<file path="src/rtl/asram_pkg.sv">
package asram_pkg;

    typedef enum logic [2:0] {
        ST_IDLE,
        ST_WSETUP,
        ST_WPULSE,
        ST_WHOLD,
        ST_WGAP,
        ST_RACC,
        ST_RTURN
    } asram_state_e;

    typedef struct packed {
        logic cs_n;
        logic we_n;
        logic oe_n;
        logic drive;
    } asram_pins_t;

    // cycles covering a nanosecond limit, never fewer than one
    function automatic int ns_to_cyc(input int ns, input int period);
        int c;
        c = (ns + period - 1) / period;
        return (c < 1) ? 1 : c;
    endfunction

    function automatic int imax(input int a, input int b);
        return (a > b) ? a : b;
    endfunction

    function automatic int imin(input int a, input int b);
        return (a < b) ? a : b;
    endfunction

endpackage

</file>
<file path="src/rtl/asram_phase_timer.sv">
module asram_phase_timer #(
    parameter int CNT_W = 5
) (
    input  logic             clk,
    input  logic             rst,
    input  logic             load,
    input  logic [CNT_W-1:0] len,
    output logic             done
);
    logic [CNT_W-1:0] remain;

    always_ff @(posedge clk) begin
        if (rst) begin
            remain <= '0;
        end else if (load) begin
            remain <= len - CNT_W'(1);
        end else if (remain != '0) begin
            remain <= remain - CNT_W'(1);
        end
    end

    assign done = (remain == '0);
endmodule

</file>
<file path="src/rtl/asram_req_latch.sv">
module asram_req_latch #(
    parameter int AW = 19,
    parameter int DW = 8
) (
    input  logic          clk,
    input  logic          rst,
    input  logic          capture,
    input  logic [AW-1:0] addr_i,
    input  logic [DW-1:0] data_i,
    output logic [AW-1:0] addr_o,
    output logic [DW-1:0] data_o
);
    always_ff @(posedge clk) begin
        if (rst) begin
            addr_o <= '0;
            data_o <= '0;
        end else if (capture) begin
            addr_o <= addr_i;
            data_o <= data_i;
        end
    end
endmodule

</file>
<file path="src/rtl/asram_strobe_decode.sv">
module asram_strobe_decode
    import asram_pkg::*;
(
    input  asram_state_e state,
    output asram_pins_t  pins
);
    always_comb begin
        pins = '{cs_n: 1'b1, we_n: 1'b1, oe_n: 1'b1, drive: 1'b0};
        unique case (state)
            ST_WSETUP, ST_WHOLD: begin
                pins.cs_n  = 1'b0;
                pins.drive = 1'b1;
            end
            ST_WPULSE: begin
                pins.cs_n  = 1'b0;
                pins.we_n  = 1'b0;
                pins.drive = 1'b1;
            end
            ST_RACC: begin
                pins.cs_n = 1'b0;
                pins.oe_n = 1'b0;
            end
            default: ;
        endcase
    end
endmodule

</file>
<file path="src/rtl/asram_ctrl.sv">
module asram_ctrl
    import asram_pkg::*;
#(
    parameter int ADDR_W    = 19,
    parameter int DATA_W    = 8,
    parameter int CLK_NS    = 4,
    parameter int T_AA_NS   = 70,
    parameter int T_DOE_NS  = 35,
    parameter int T_RC_NS   = 70,
    parameter int T_WC_NS   = 70,
    parameter int T_PWE_NS  = 55,
    parameter int T_AW_NS   = 65,
    parameter int T_SA_NS   = 0,
    parameter int T_SD_NS   = 30,
    parameter int T_HD_NS   = 0,
    parameter int T_HZ_NS   = 25
) (
    input  logic              clk,
    input  logic              rst,
    input  logic              req_valid,
    input  logic              req_write,
    input  logic [ADDR_W-1:0] req_addr,
    input  logic [DATA_W-1:0] req_wdata,
    output logic              req_ack,
    output logic [DATA_W-1:0] rsp_rdata,
    output logic [ADDR_W-1:0] mem_addr,
    output logic              mem_cs_n,
    output logic              mem_we_n,
    output logic              mem_oe_n,
    output logic [DATA_W-1:0] mem_dq_out,
    output logic              mem_dq_oe,
    input  logic [DATA_W-1:0] mem_dq_in
);
    // phase lengths in cycles
    localparam int L_SETUP = ns_to_cyc(T_SA_NS, CLK_NS);
    localparam int L_PULSE = imax(imax(ns_to_cyc(T_PWE_NS, CLK_NS),
                                       ns_to_cyc(T_AW_NS, CLK_NS) - L_SETUP),
                                  ns_to_cyc(T_SD_NS, CLK_NS));
    localparam int L_WHOLD = imax(ns_to_cyc(T_HD_NS, CLK_NS),
                                  ns_to_cyc(T_WC_NS, CLK_NS) - L_SETUP - L_PULSE);
    localparam int L_GAP   = 1;
    localparam int L_RACC  = imax(imax(ns_to_cyc(T_AA_NS, CLK_NS),
                                       ns_to_cyc(T_DOE_NS, CLK_NS)),
                                  ns_to_cyc(T_RC_NS, CLK_NS));
    localparam int L_TURN  = ns_to_cyc(T_HZ_NS, CLK_NS);
    localparam int L_MINCS = imin(ns_to_cyc(T_RC_NS, CLK_NS), ns_to_cyc(T_WC_NS, CLK_NS));
    localparam int L_MAX   = imax(imax(imax(L_SETUP, L_PULSE), imax(L_WHOLD, L_RACC)),
                                  imax(L_TURN, L_GAP));
    localparam int CNT_W   = $clog2(L_MAX + 1);

    asram_state_e     state, state_nxt;
    asram_pins_t      pins;
    logic             ph_done;
    logic             ph_load;
    logic [CNT_W-1:0] ph_len;
    logic             accept;
    logic             win_end;

    assign accept  = (state == ST_IDLE) && req_valid;
    assign ph_load = (state_nxt != state);

    // next state
    always_comb begin
        state_nxt = state;
        unique case (state)
            ST_IDLE:   if (req_valid) state_nxt = req_write ? ST_WSETUP : ST_RACC;
            ST_WSETUP: if (ph_done) state_nxt = ST_WPULSE;
            ST_WPULSE: if (ph_done) state_nxt = ST_WHOLD;
            ST_WHOLD:  if (ph_done) state_nxt = ST_WGAP;
            ST_WGAP:   if (ph_done) state_nxt = ST_IDLE;
            ST_RACC:   if (ph_done) state_nxt = ST_RTURN;
            ST_RTURN:  if (ph_done) state_nxt = ST_IDLE;
            default:   state_nxt = ST_IDLE;
        endcase
    end

    // length of the phase being entered
    always_comb begin
        unique case (state_nxt)
            ST_WSETUP: ph_len = CNT_W'(L_SETUP);
            ST_WPULSE: ph_len = CNT_W'(L_PULSE);
            ST_WHOLD:  ph_len = CNT_W'(L_WHOLD);
            ST_RACC:   ph_len = CNT_W'(L_RACC);
            ST_RTURN:  ph_len = CNT_W'(L_TURN);
            default:   ph_len = CNT_W'(L_GAP);
        endcase
    end

    always_ff @(posedge clk) begin
        if (rst) state <= ST_IDLE;
        else     state <= state_nxt;
    end

    asram_phase_timer #(.CNT_W(CNT_W)) u_timer (
        .clk  (clk),
        .rst  (rst),
        .load (ph_load),
        .len  (ph_len),
        .done (ph_done)
    );

    asram_req_latch #(.AW(ADDR_W), .DW(DATA_W)) u_latch (
        .clk     (clk),
        .rst     (rst),
        .capture (accept),
        .addr_i  (req_addr),
        .data_i  (req_wdata),
        .addr_o  (mem_addr),
        .data_o  (mem_dq_out)
    );

    asram_strobe_decode u_dec (
        .state (state),
        .pins  (pins)
    );

    assign mem_cs_n  = pins.cs_n;
    assign mem_we_n  = pins.we_n;
    assign mem_oe_n  = pins.oe_n;
    assign mem_dq_oe = pins.drive;

    // completion: end of write hold or end of read window
    assign win_end = ph_done && ((state == ST_WHOLD) || (state == ST_RACC));

    always_ff @(posedge clk) begin
        if (rst) begin
            req_ack   <= 1'b0;
            rsp_rdata <= '0;
        end else begin
            req_ack <= win_end;
            if (ph_done && (state == ST_RACC)) rsp_rdata <= mem_dq_in;
        end
    end
endmodule

</file>
<file path="config.mk">
export PLATFORM = sky130hd
export DESIGN_NAME = asram_ctrl
export DESIGN_NICKNAME = d
export VERILOG_FILES = /design/src/rtl/asram_pkg.sv /design/src/rtl/asram_phase_timer.sv /design/src/rtl/asram_req_latch.sv /design/src/rtl/asram_strobe_decode.sv /design/src/rtl/asram_ctrl.sv
export SDC_FILE = /design/constraint.sdc
export NUM_CORES = 1
export LEC_CHECK = 0
export ABC_AREA = 0
export BUFFER_PORTS_ARGS = -buffer_cell sky130_fd_sc_hd__buf_2
export CAP_MARGIN = 30
export CORE_AREA = 5 5 69 71
export DETAILED_ROUTE_END_ITERATION = 10
export DIE_AREA = 0 0 74 76
export PLACE_DENSITY = 0.87
export SETUP_SLACK_MARGIN = 0.5
export SLEW_MARGIN = 10
export SYNTH_ARGS = -nofsm -noshare
export SYNTH_HDL_FRONTEND = slang
export SYNTH_SLANG_ARGS = --single-unit
</file>
<file path="constraint.sdc">
create_clock -name clk -period 2.82 [get_ports clk]
set_clock_uncertainty 0.1 [all_clocks]
set_input_delay 0.282 -clock clk [delete_from_list [all_inputs] [get_ports clk]]
set_output_delay 0.282 -clock clk [all_outputs]
set_load 0.05 [all_outputs]
</file>
==> reports/summary.txt, run 1 <==
fillers - 391
# DRC - 0
time the final worst path needs with I/O delays and setup - 2212 ps
floorplan die area - 5624 µm²
number of distinct library cells after synthesis - 37
list of cells traversed by the critical path - or4b_2 -> nand2_1 -> o211ai_1 -> inv_1 -> ha_1 -> a211o_1 -> a21oi_2
Yosys warning total - 0
worst min-delay path category - in -> reg
maximum vdd ir drop - 0.0003876 V
wire length of the first global-routing pass - 6989 µm
cell at the slowest stage of the critical path - sky130_fd_sc_hd__or4b_2
clock latency reported for the late side of the worst-skew pair - 280 ps
synthesized instance count - 223
vias in the first global route - 1593
number of placement rows - 24
fin. max-slew vios - 0
Crit Path Category - reg -> reg
leading cell types in the layout, fill and taps excluded - 78 x sky130_fd_sc_hd__buf_2, 59 x sky130_fd_sc_hd__nand2_1, 44 x sky130_fd_sc_hd__dfxtp_1
clock tree from TritonCTS - yes
Synth async-reset ratio - 0
ANT nets after route - 0
Worst Setup Slack post-DPL - 542.1 ps
# clock sinks - 44
number of antenna repair diodes - 0
die extent in y - 76 µm
sequential cell area - 880.8 µm²
total routed wirelength - 4264 µm
total via count after detailed routing - 1750
count of boundary I/O pins - 79
Area growth, synth to finish - 29.46%
clock tree buffer depth - 2
critical path's largest stage delay - 730 ps
pin slew with the least headroom to its limit - 594.5 ps
commonest non-fill, non-tap cell in the layout - sky130_fd_sc_hd__buf_2
GPL Wtd Cong - 0.8651
headroom to the max-slew limit - 0.6031
detailed placer's ending HPWL - 3113 µm
maximum number of pins on one net before global-route repair - 29
clock root buffer master - sky130_fd_sc_hd__clkbuf_8
number of port buffers - 78
antenna violations before repair - 0
post-synthesis cell area - 1818 µm²
layout cells sized above 1 - 0.3434
largest driver fanout on the critical path - 17
iteration count of the initial detailed-routing pass - 4
number of hold violations in the final report - 0
count of hold buffers inserted by post-cts repair - 0
Fmax - 452.0 MHz
Layout Nets - 336
number of H-tree levels - 2
portion of the post-synthesis area used by sequential elements - 0.4845
total grt overflow - 0
number of violations of the max-capacitance limit - 0
post-layout instance count excluding filler cells - 349
arrival time reported for the critical path endpoint - 2280 ps
cell area reported after detailed placement - 2247 µm²
die outline width - 74 µm
endpoint required time on the critical path - 2890 ps
combined area of the multi-input logic cells - 872.1 µm²
post-route setup slack - 607.7 ps
post-CTS clock slew at the launch and capture registers of the worst setup and hold paths - 80 ps
static leakage - 1.067 nW
Critical Path End Type - register
ratio of final minimum period to clock period - 0.7845
routed len/inst - 12.22 µm
effective utilization at floorplan - 0.4356
result of the run - finished clean
RSZ-0062 raised after global routing - false
kind of start point of the critical path - register
Design Area, Final - 2354 µm²
Core ar. - 4174 µm²
via-per-instance ratio - 5.014
prevailing post-synth register cell - sky130_fd_sc_hd__dfxtp_1
Post-Syn Nets - 263
Cell Count Post-Placement - 340
GRT Total Usage - 0.1516
Post-synth EDFFs - 0
number of CTS-inserted buffers - 5
Synth Register Bits - 44
sum of negative setup slack - 0 ps
mean post-synth cell area - 8.152 µm²
final setup violation count - 0
drt first-iter violations - 50
Power per Cell Area - 953.5 nW/µm²
-- layout make-up --
class,count,area share
sequential,44,0.3743
clock buffer,6,0.03509
clock inverter,2,0.004253
inverter,4,0.006380
timing repair buffer,83,0.1818
multi-input combinational,158,0.3705
tap,52,0.02764
-- cell usage after synthesis, types with 2 or more instances --
cell type	instances	area [µm²]
sky130_fd_sc_hd__mux2_2	2	22.52
sky130_fd_sc_hd__nor2_1	19	71.32
sky130_fd_sc_hd__o211ai_1	2	15.01
sky130_fd_sc_hd__buf_1	3	11.26
sky130_fd_sc_hd__nand2_1	59	221.5
sky130_fd_sc_hd__nor3_1	5	25.02
sky130_fd_sc_hd__a31oi_1	4	25.02
sky130_fd_sc_hd__nor2b_1	2	12.51
sky130_fd_sc_hd__mux2i_1	9	90.09
sky130_fd_sc_hd__inv_1	4	15.01
sky130_fd_sc_hd__clkbuf_1	13	48.80
sky130_fd_sc_hd__o21ai_0	3	15.01
sky130_fd_sc_hd__dfxtp_1	44	880.8
sky130_fd_sc_hd__a21oi_1	31	155.2
-- sequential cells by signal, indices dropped and copies added, names as in the netlist --
register and count:
req_ack 1, rsp_rdata 8, u_timer.remain 5, u_latch.data_o 8, u_latch.addr_o 19, state 3
-- per-layer routing --
metal / part of all wire / GRT usage
met5: 0 / 0
met4: 0.0066 / 0.04348
met3: 0.10 / 0.04881
met2: 0.46 / 0.2518
met1: 0.43 / 0.1842
-- worst paths after layout --
| check | slack [ps] | depth (start not counted) | end | from |
|---|---|---|---|---|
| setup / recovery | 610 | 7 | u_timer.remain[4] | state[2] |
| hold / removal | 120 | 3 | u_latch.addr_o[18] | req_addr[18] |
| setup reg to reg | 610 | 7 | u_timer.remain[4] | state[2] |
| hold reg to reg | 350 | 2 | u_latch.addr_o[8] | u_latch.addr_o[8] |
-- timing repair --
action	4_1_cts	5_1_grt
setup buffers	0	1
resized for setup	0	1
setup endpoints to repair	0	2
-- worst max-delay path: cells and delay by family, from the launching register on --
kind / cells / cell delay [ps]
buffers and inverters: 1 / 100
AOI/OAI and AO/OA: 3 / 360
adders and majority gates: 1 / 210
DFF: 1 / 500
and+or+nand+nor: 2 / 820
-- per-stage QoR --
stage	total power, mW	hold slack (ps)	utilization
after floorplan	1.628	318.0	-
after global placement	1.828	338.7	0.5384
after detailed placement	1.854	343.7	0.5384
after CTS	2.258	107.3	0.5606
after global routing	2.396	114.1	0.5638
final	2.244	123.8	0.5638
-- report_power, final --
part / internal [mW] / leakage [nW] / switching [mW]
logic: 0.347 / 0.656 / 0.662
registers: 0.727 / 0.360 / 0.116
clock network: 0.195 / 0.0510 / 0.196
total: 1.27 / 1.07 / 0.975
-- cells by family (layout without fill, tap and decap cells) --
logic type               after synthesis  count (layout)  synth area share
AO/OA/AOI/OAI                         48              48            0.1542
XOR/XNOR                               2               2          0.009637
adder cells (fa/ha/maj)                2               2           0.01239
buffers and inverters                 21              95           0.04404
flip-flops                            44              44            0.4845
multiplexers                          11              11           0.06194
AND/OR/NAND/NOR                       95              95            0.2333
Power figures use the tool's default switching activity.
==> run 2: changes to the inputs <==
--- a/config.mk
+++ b/config.mk
@@ -5,12 +5,12 @@
 export SDC_FILE = /design/constraint.sdc
 export NUM_CORES = 1
 export LEC_CHECK = 0
-export ABC_AREA = 0
+export ABC_AREA = 1
 export BUFFER_PORTS_ARGS = -buffer_cell sky130_fd_sc_hd__buf_2
 export CAP_MARGIN = 30
-export CORE_AREA = 5 5 69 71
+export CORE_AREA = 5 5 70 72
 export DETAILED_ROUTE_END_ITERATION = 10
-export DIE_AREA = 0 0 74 76
+export DIE_AREA = 0 0 75 77
 export PLACE_DENSITY = 0.87
 export SETUP_SLACK_MARGIN = 0.5
 export SLEW_MARGIN = 10
==> constraint.sdc (replaced) <==
create_clock -name clk -period 2.2 [get_ports clk]
set_clock_uncertainty 0.1 [all_clocks]
set_input_delay 0.22 -clock clk [delete_from_list [all_inputs] [get_ports clk]]
set_output_delay 0.22 -clock clk [all_outputs]
set_load 0.05 [all_outputs]
==> reports/summary.txt, run 2 <==
fillers - 345 (-12%)
dominant cell by count in the synthesized netlist - sky130_fd_sc_hd__nor2_1
clock latency reported for the late side of the worst-skew pair - 300 ps (+20 ps)
result of the run - finished clean
Core ar. - 4234 µm² (+1.4%)
Total Power - 4.855 mW (+120%)
pin slew with the least headroom to its limit - 295.3 ps (-299.2 ps)
mean post-synth cell area - 7.231 µm² (-11%)
Synth async-reset ratio - 0 (unchanged)
detailed placer's ending HPWL - 3696 µm (+19%)
routed metal-1 wire length - 2227 µm (+20%)
iteration count of the initial detailed-routing pass - 4 (unchanged)
final setup violation count - 0 (unchanged)
GRT Total Usage - 0.1941 (+0.04251)
ratio of final minimum period to clock period - 0.9345 (+0.1500)
Layout Nets - 402 (+20%)
total routed wirelength - 5627 µm (+32%)
number of violations of the max-capacitance limit - 0 (unchanged)
endpoint required time on the critical path - 2340 ps (-550 ps)
fin. max-slew vios - 0 (unchanged)
time the final worst path needs with I/O delays and setup - 2056 ps (-156.3 ps)
die outline width - 75 µm (+1.4%)
effective utilization at floorplan - 0.4492 (+0.01362)
static leakage - 1.420 nW (+33%)
Critical Path End Type - register
clock tree buffer depth - 2 (unchanged)
Power per Cell Area - 1734 nW/µm² (+82%)
combined area of the multi-input logic cells - 1003 µm² (+15%)
count of boundary I/O pins - 79 (unchanged)
headroom to the max-slew limit - 0.8031 (+0.2000)
largest driver fanout on the critical path - 9 (-8)
ranking of synthesized cells by area - sky130_fd_sc_hd__dfxtp_1 46%, sky130_fd_sc_hd__nor2_1 17%, sky130_fd_sc_hd__o21ai_0 9.2%, sky130_fd_sc_hd__nand2_1 4.3%, sky130_fd_sc_hd__inv_1 3.9%
number of H-tree levels - 2 (unchanged)
# clock sinks - 44 (unchanged)
clock root buffer master - sky130_fd_sc_hd__clkbuf_8
die extent in y - 77 µm (+1.3%)
uppermost metal layer occupied by signal nets - met4
vias in the first global route - 1933 (+21%)
total met3 wirelength after detailed routing - 437 µm (+2.8%)
ANT nets after route - 0 (unchanged)
met2 layer wire length in the routed design - 2926 µm (+49%)
total grt overflow - 0 (unchanged)
clock tree from TritonCTS - yes
number of hold violations in the final report - 0 (unchanged)
# DRC - 0 (unchanged)
prevailing post-synth register cell - sky130_fd_sc_hd__dfxtp_1
cell at the slowest stage of the critical path - sky130_fd_sc_hd__dfxtp_4
Yosys warning total - 0 (unchanged)
RSZ-0062 raised after global routing - true
number of distinct library cells after synthesis - 27 (-27%)
max reg flops - 19 (unchanged)
kind of start point of the critical path - register
antenna violations before repair - 0 (unchanged)
worst min-delay path category - in -> reg
Crit Path Category - reg -> reg
portion of the post-synthesis area used by sequential elements - 0.4632 (-0.02136)
Post-synth EDFFs - 0 (unchanged)
leading area contributor after synthesis - sky130_fd_sc_hd__dfxtp_1
Synth top cells by count - 88 x sky130_fd_sc_hd__nor2_1, 44 x sky130_fd_sc_hd__dfxtp_1, 35 x sky130_fd_sc_hd__o21ai_0
list of cells traversed by the critical path - nor3_4 -> buf_6 -> inv_4 -> nand3_2 -> nand2_4 -> a21oi_2 -> nand3_1 -> nand2_2 -> inv_2 -> ha_4 -> xor2_1 -> inv_1 -> nor2_1
layout cells sized above 1 - 0.4518 (+0.1084)
total via count after detailed routing - 2016 (+15%)
maximum number of pins on one net before global-route repair - 36 (+24%)
drt first-iter violations - 138 (+180%)
Reg with most FFs - u_latch.addr_o
maximum vdd ir drop - 0.0007670 V (+98%)
Post-Syn Nets - 303 (+15%)
sequential cell area - 897.1 µm² (+1.8%)
sum of negative setup slack - 0 ps (unchanged)
leading cell types in the layout, fill and taps excluded - 82 x sky130_fd_sc_hd__nor2_1, 77 x sky130_fd_sc_hd__buf_2, 37 x sky130_fd_sc_hd__dfxtp_1
routed len/inst - 13.56 µm (+11%)
post-CTS clock slew at the launch and capture registers of the worst setup and hold paths - 90 ps (about the same)
Fmax - 486.4 MHz (+7.6%)
floorplan die area - 5775 µm² (+2.7%)
Yosys top cell area share - 0.4632 (-0.02136)
Area growth, synth to finish - 47.24%
commonest non-fill, non-tap cell in the layout - sky130_fd_sc_hd__nor2_1
via-per-instance ratio - 4.858 (-3.1%)
arrival time reported for the critical path endpoint - 2190 ps (-90 ps)
final cell utilization of the core - 0.6613 (+0.09750)
number of CTS-inserted buffers - 5 (unchanged)
GPL Wtd Cong - 0.9090 (+5.1%)
registers with the highest flip-flop counts - u_latch.addr_o (19), rsp_rdata (8), u_latch.data_o (8)
critical path's largest stage delay - 410 ps (-320 ps)
number of antenna repair diodes - 0 (unchanged)
synthesized instance count - 263 (+18%)
number of placement rows - 24 (unchanged)
wire length of the first global-routing pass - 8907 µm (+27%)
Synth Register Bits - 44 (unchanged)
number of port buffers - 78 (unchanged)
post-synthesis cell area - 1902 µm² (+4.6%)
run 2: changes by cell type in the layout (fill, tap and decap cells not counted), moves of 5 or more:
| cell | delta |
|---|---|
| sky130_fd_sc_hd__o21ai_0 | +32 |
| sky130_fd_sc_hd__a21oi_1 | -27 |
| sky130_fd_sc_hd__nand2_2 | +10 |
| sky130_fd_sc_hd__nand3_2 | +6 |
| sky130_fd_sc_hd__dfxtp_1 | -7 |
| sky130_fd_sc_hd__nor3_1 | -5 |
| sky130_fd_sc_hd__inv_1 | +11 |
| sky130_fd_sc_hd__mux2i_1 | -9 |
| sky130_fd_sc_hd__inv_2 | +5 |
| sky130_fd_sc_hd__buf_4 | +19 |
| sky130_fd_sc_hd__nor2_4 | +6 |
| sky130_fd_sc_hd__nand2_1 | -45 |
| sky130_fd_sc_hd__nor2_1 | +63 |
run 2: where the power goes:
group / switching, mW / leakage [nW] / internal [mW]
Combinational: 1.95 / 0.996 / 1.05
Clock: 0.298 / 0.0583 / 0.342
Sequential: 0.173 / 0.366 / 1.04
run 2: through the flow:
stage | hold WS (ps) | instance area [µm²] | std cells | setup slack (ps)
after detailed placement | 340.0 | 2380 | 386 | 62.03
after global placement | 340.3 | 2380 | 386 | 144.2
after floorplan | 185.0 | 1943 | 263 | 345.6
final | 18.42 | 2800 | 415 | 144.1
after CTS | 15.97 | 2696 | 406 | 310.5
after global routing | 15.19 | 2800 | 415 | 68.93
run 2: worst max-delay path, delay by kind of cell, from the launching register on:
kind,cells,cell delay (ps)
XOR/XNOR,1,170
flip-flops,1,410
AO/OA/AOI/OAI,1,160
AND/OR/NAND/NOR,6,710
adder cells (fa/ha/maj),1,160
buffers and inverters,4,270
run 2: final timing paths:
| path | start | endpoint | slack, ps | cells after the start |
|---|---|---|---|---|
| worst min-delay path | rst | state[1] | 20 | 2 |
| worst max-delay path | state[2] | u_timer.remain[2] | 140 | 13 |
| worst max register to register | state[2] | u_timer.remain[2] | 140 | 13 |
| worst min register to register | u_latch.addr_o[6] | u_latch.addr_o[6] | 390 | 2 |
run 2: routing by layer:
layer	track usage	vias up
met5	0	-
li1	-	1031
met2	0.3310	74
met3	0.05359	4
met1	0.2334	907
met4	0.05338	0
run 2: timing repair:
item | 4_1_cts | 5_1_grt
endpoints found under the setup margin | 33 | 11
gates resized for setup | 33 | 13
endpoints found under the hold margin | 0 | 0
hold buffers | 0 | 0
setup buffers | 12 | 9
pin swaps | 10 | 11
run 2: logic make-up (layout without fill, tap and decap cells):
| kind of cell | after synthesis | count (layout) | synth area share |
|---|---|---|---|
| adder cells (fa/ha/maj) | 1 | 1 | 0.006578 |
| AO/OA/AOI/OAI | 44 | 44 | 0.1191 |
| AND/OR/NAND/NOR | 137 | 137 | 0.3224 |
| XOR/XNOR | 1 | 1 | 0.004606 |
| flip-flops | 44 | 44 | 0.4632 |
| buffers and inverters | 36 | 136 | 0.08420 |
run 2: layout make-up:
type | instances | share of cell area
Multi-Input combinational cell | 183 | 0.3584
Sequential cell | 44 | 0.3204
Timing Repair Buffer | 104 | 0.2203
Inverter | 24 | 0.03619
Clock buffer | 5 | 0.02458
Tap cell | 52 | 0.02323
Clock inverter | 3 | 0.01698
==> run 3: changes to the inputs <==
--- a/config.mk
+++ b/config.mk
@@ -11,7 +11,7 @@
 export CORE_AREA = 5 5 70 72
 export DETAILED_ROUTE_END_ITERATION = 10
 export DIE_AREA = 0 0 75 77
-export PLACE_DENSITY = 0.87
+export PLACE_DENSITY = 0.74
 export SETUP_SLACK_MARGIN = 0.5
 export SLEW_MARGIN = 10
 export SYNTH_ARGS = -nofsm -noshare
==> reports/summary.txt, run 3 (synthesis gave the netlist of run 2 again) <==
# DRC - 0 (unchanged)
list of cells traversed by the critical path - nor2_4 -> nand2_2 -> nor2_4 -> nand2_2 -> nand3_2 -> nand2_2 -> nand3_2 -> nand2_2 -> nand2_2 -> inv_2 -> ha_4 -> xor2_2 -> inv_1 -> nor2_1
max reg flops - 19 (unchanged)
antenna violations before repair - 0 (unchanged)
Reg with most FFs - u_latch.addr_o
maximum number of pins on one net before global-route repair - 39 (+8.3%)
layout cells sized above 1 - 0.4543 (+0.002503)
result of the run - finished clean
Design Area, Final - 2783 µm² (-0.63%)
Hold Path Depth - 2 (unchanged)
final setup violation count - 0 (unchanged)
sum of negative setup slack - 0 ps (unchanged)
GPL Wtd Cong - 0.9240 (+1.7%)
ratio of final minimum period to clock period - 0.8836 (-0.05095)
die outline width - 75 µm (unchanged)
largest driver fanout on the critical path - 3 (-6)
static leakage - 1.406 nW (-0.98%)
Total Power - 4.806 mW (-1.0%)
worst hold slack - 22.57 ps (+4.155 ps)
Area growth, synth to finish - 46.32%
clock latency reported for the late side of the worst-skew pair - 300 ps (about the same)
critical path's largest stage delay - 350 ps (-60 ps)
Min-Delay Startpoint - rst
number of hold violations in the final report - 0 (unchanged)
routed len/inst - 12.75 µm (-6.0%)
fin. max-slew vios - 0 (unchanged)
Critical Path End Type - register
post-route setup slack - 256.2 ps (+112.1 ps)
iteration count of the initial detailed-routing pass - 4 (unchanged)
wire length of the first global-routing pass - 8631 µm (-3.1%)
Cell Count Post-Placement - 387 (+0.26%)
total via count after detailed routing - 2026 (+0.50%)
kind of start point of the critical path - register
count of boundary I/O pins - 79 (unchanged)
number of port buffers - 78 (unchanged)
ANT nets after route - 0 (unchanged)
number of placement rows - 24 (unchanged)
Core ar. - 4234 µm² (unchanged)
Worst Setup Slack post-DPL - 75.41 ps (+13.38 ps)
commonest non-fill, non-tap cell in the layout - sky130_fd_sc_hd__nor2_1
cell at the slowest stage of the critical path - sky130_fd_sc_hd__dfxtp_2
post-layout instance count excluding filler cells - 413 (-0.48%)
endpoint required time on the critical path - 2300 ps (-40 ps)
die extent in y - 77 µm (unchanged)
path depth of the worst reg2reg path - 14 (+1)
number of CTS-inserted buffers - 5 (unchanged)
total grt overflow - 0 (unchanged)
number of violations of the max-capacitance limit - 0 (unchanged)
effective utilization at floorplan - 0.4492 (unchanged)
maximum vdd ir drop - 0.0007932 V (+3.4%)
cell area reported after detailed placement - 2375 µm² (-0.21%)
worst min-delay path category - in -> reg
registers with the highest flip-flop counts - u_latch.addr_o (19), rsp_rdata (8), u_latch.data_o (8)
Power per Cell Area - 1727 nW/µm² (-0.38%)
final cell utilization of the core - 0.6572 (-0.004138)
RSZ-0062 raised after global routing - true
via-per-instance ratio - 4.906 (+0.98%)
Crit Path Category - reg -> reg
start of the worst register-to-register path - u_timer.remain[0]
headroom to the max-slew limit - 0.7889 (-0.01422)
total routed wirelength - 5264 µm (-6.5%)
vias in the first global route - 1987 (+2.8%)
leading cell types in the layout, fill and taps excluded - 81 x sky130_fd_sc_hd__nor2_1, 77 x sky130_fd_sc_hd__buf_2, 37 x sky130_fd_sc_hd__dfxtp_1
count of hold buffers inserted by post-cts repair - 0 (unchanged)
clock tree buffer depth - 2 (unchanged)
GRT Total Usage - 0.1880 (-0.006132)
drt first-iter violations - 155 (+12%)
Layout Nets - 400 (-0.50%)
number of antenna repair diodes - 0 (unchanged)
clock tree from TritonCTS - yes
detailed placer's ending HPWL - 3567 µm (-3.5%)
floorplan die area - 5775 µm² (unchanged)
number of H-tree levels - 2 (unchanged)
clock root buffer master - sky130_fd_sc_hd__clkbuf_8
post-CTS clock slew at the launch and capture registers of the worst setup and hold paths - 90 ps (about the same)
CP dominant cell by count - sky130_fd_sc_hd__nand2_2
arrival time reported for the critical path endpoint - 2050 ps (-140 ps)
pin slew with the least headroom to its limit - 316.6 ps (+21.33 ps)
# clock sinks - 44 (unchanged)
Fmax - 514.5 MHz (+5.8%)
worst setup path startpoint - u_timer.remain[0]
time the final worst path needs with I/O delays and setup - 1944 ps (-112.1 ps)
[run 3: worst paths after layout]
kind | endpoint | slack [ps]
min | state[1] | 20
max | u_timer.remain[2] | 260
min reg2reg | u_latch.addr_o[4] | 380
max reg2reg | u_timer.remain[2] | 260
[run 3: report_power, final]
group          leakage, nW  internal [mW]  total (mW)  switching (mW)
clock               0.0583          0.342       0.638           0.296
combinational        0.983           1.04        2.95            1.91
sequential           0.366           1.04        1.22           0.174
[run 3: final cells by class]
class	count	area (µm²)
clock buffer	5	68.82
clock inverter	3	47.55
fill	361	1451
inverter	24	98.84
multi-input combinational	183	1007
sequential	44	897.1
tap	52	65.06
timing repair buffer	102	598.1
[run 3: critical path, delay by kind of cell, from the launching register on]
family                   cells  cell delay (ps)
buffers and inverters        2              100
adder cells (fa/ha/maj)      1              160
XOR/XNOR                     1              130
flip-flops                   1              350
AND/OR/NAND/NOR             10              990
[run 3: layer usage]
metal / up-vias / global-route usage / part of all wire
li1: 1028 / - / -
met2: 73 / 0.3075 / 0.50
met4: 0 / 0.07651 / 0.017
met5: - / 0 / 0
met1: 913 / 0.2242 / 0.41
met3: 12 / 0.05621 / 0.075
[run 3: repair_timing]
| item | CTS | global route |
|---|---|---|
| setup buffers | 13 | 5 |
| pin swaps | 16 | 7 |
| endpoints found under the hold margin | 0 | 0 |
| resized for setup | 32 | 15 |
| endpoints found under the setup margin | 33 | 40 |
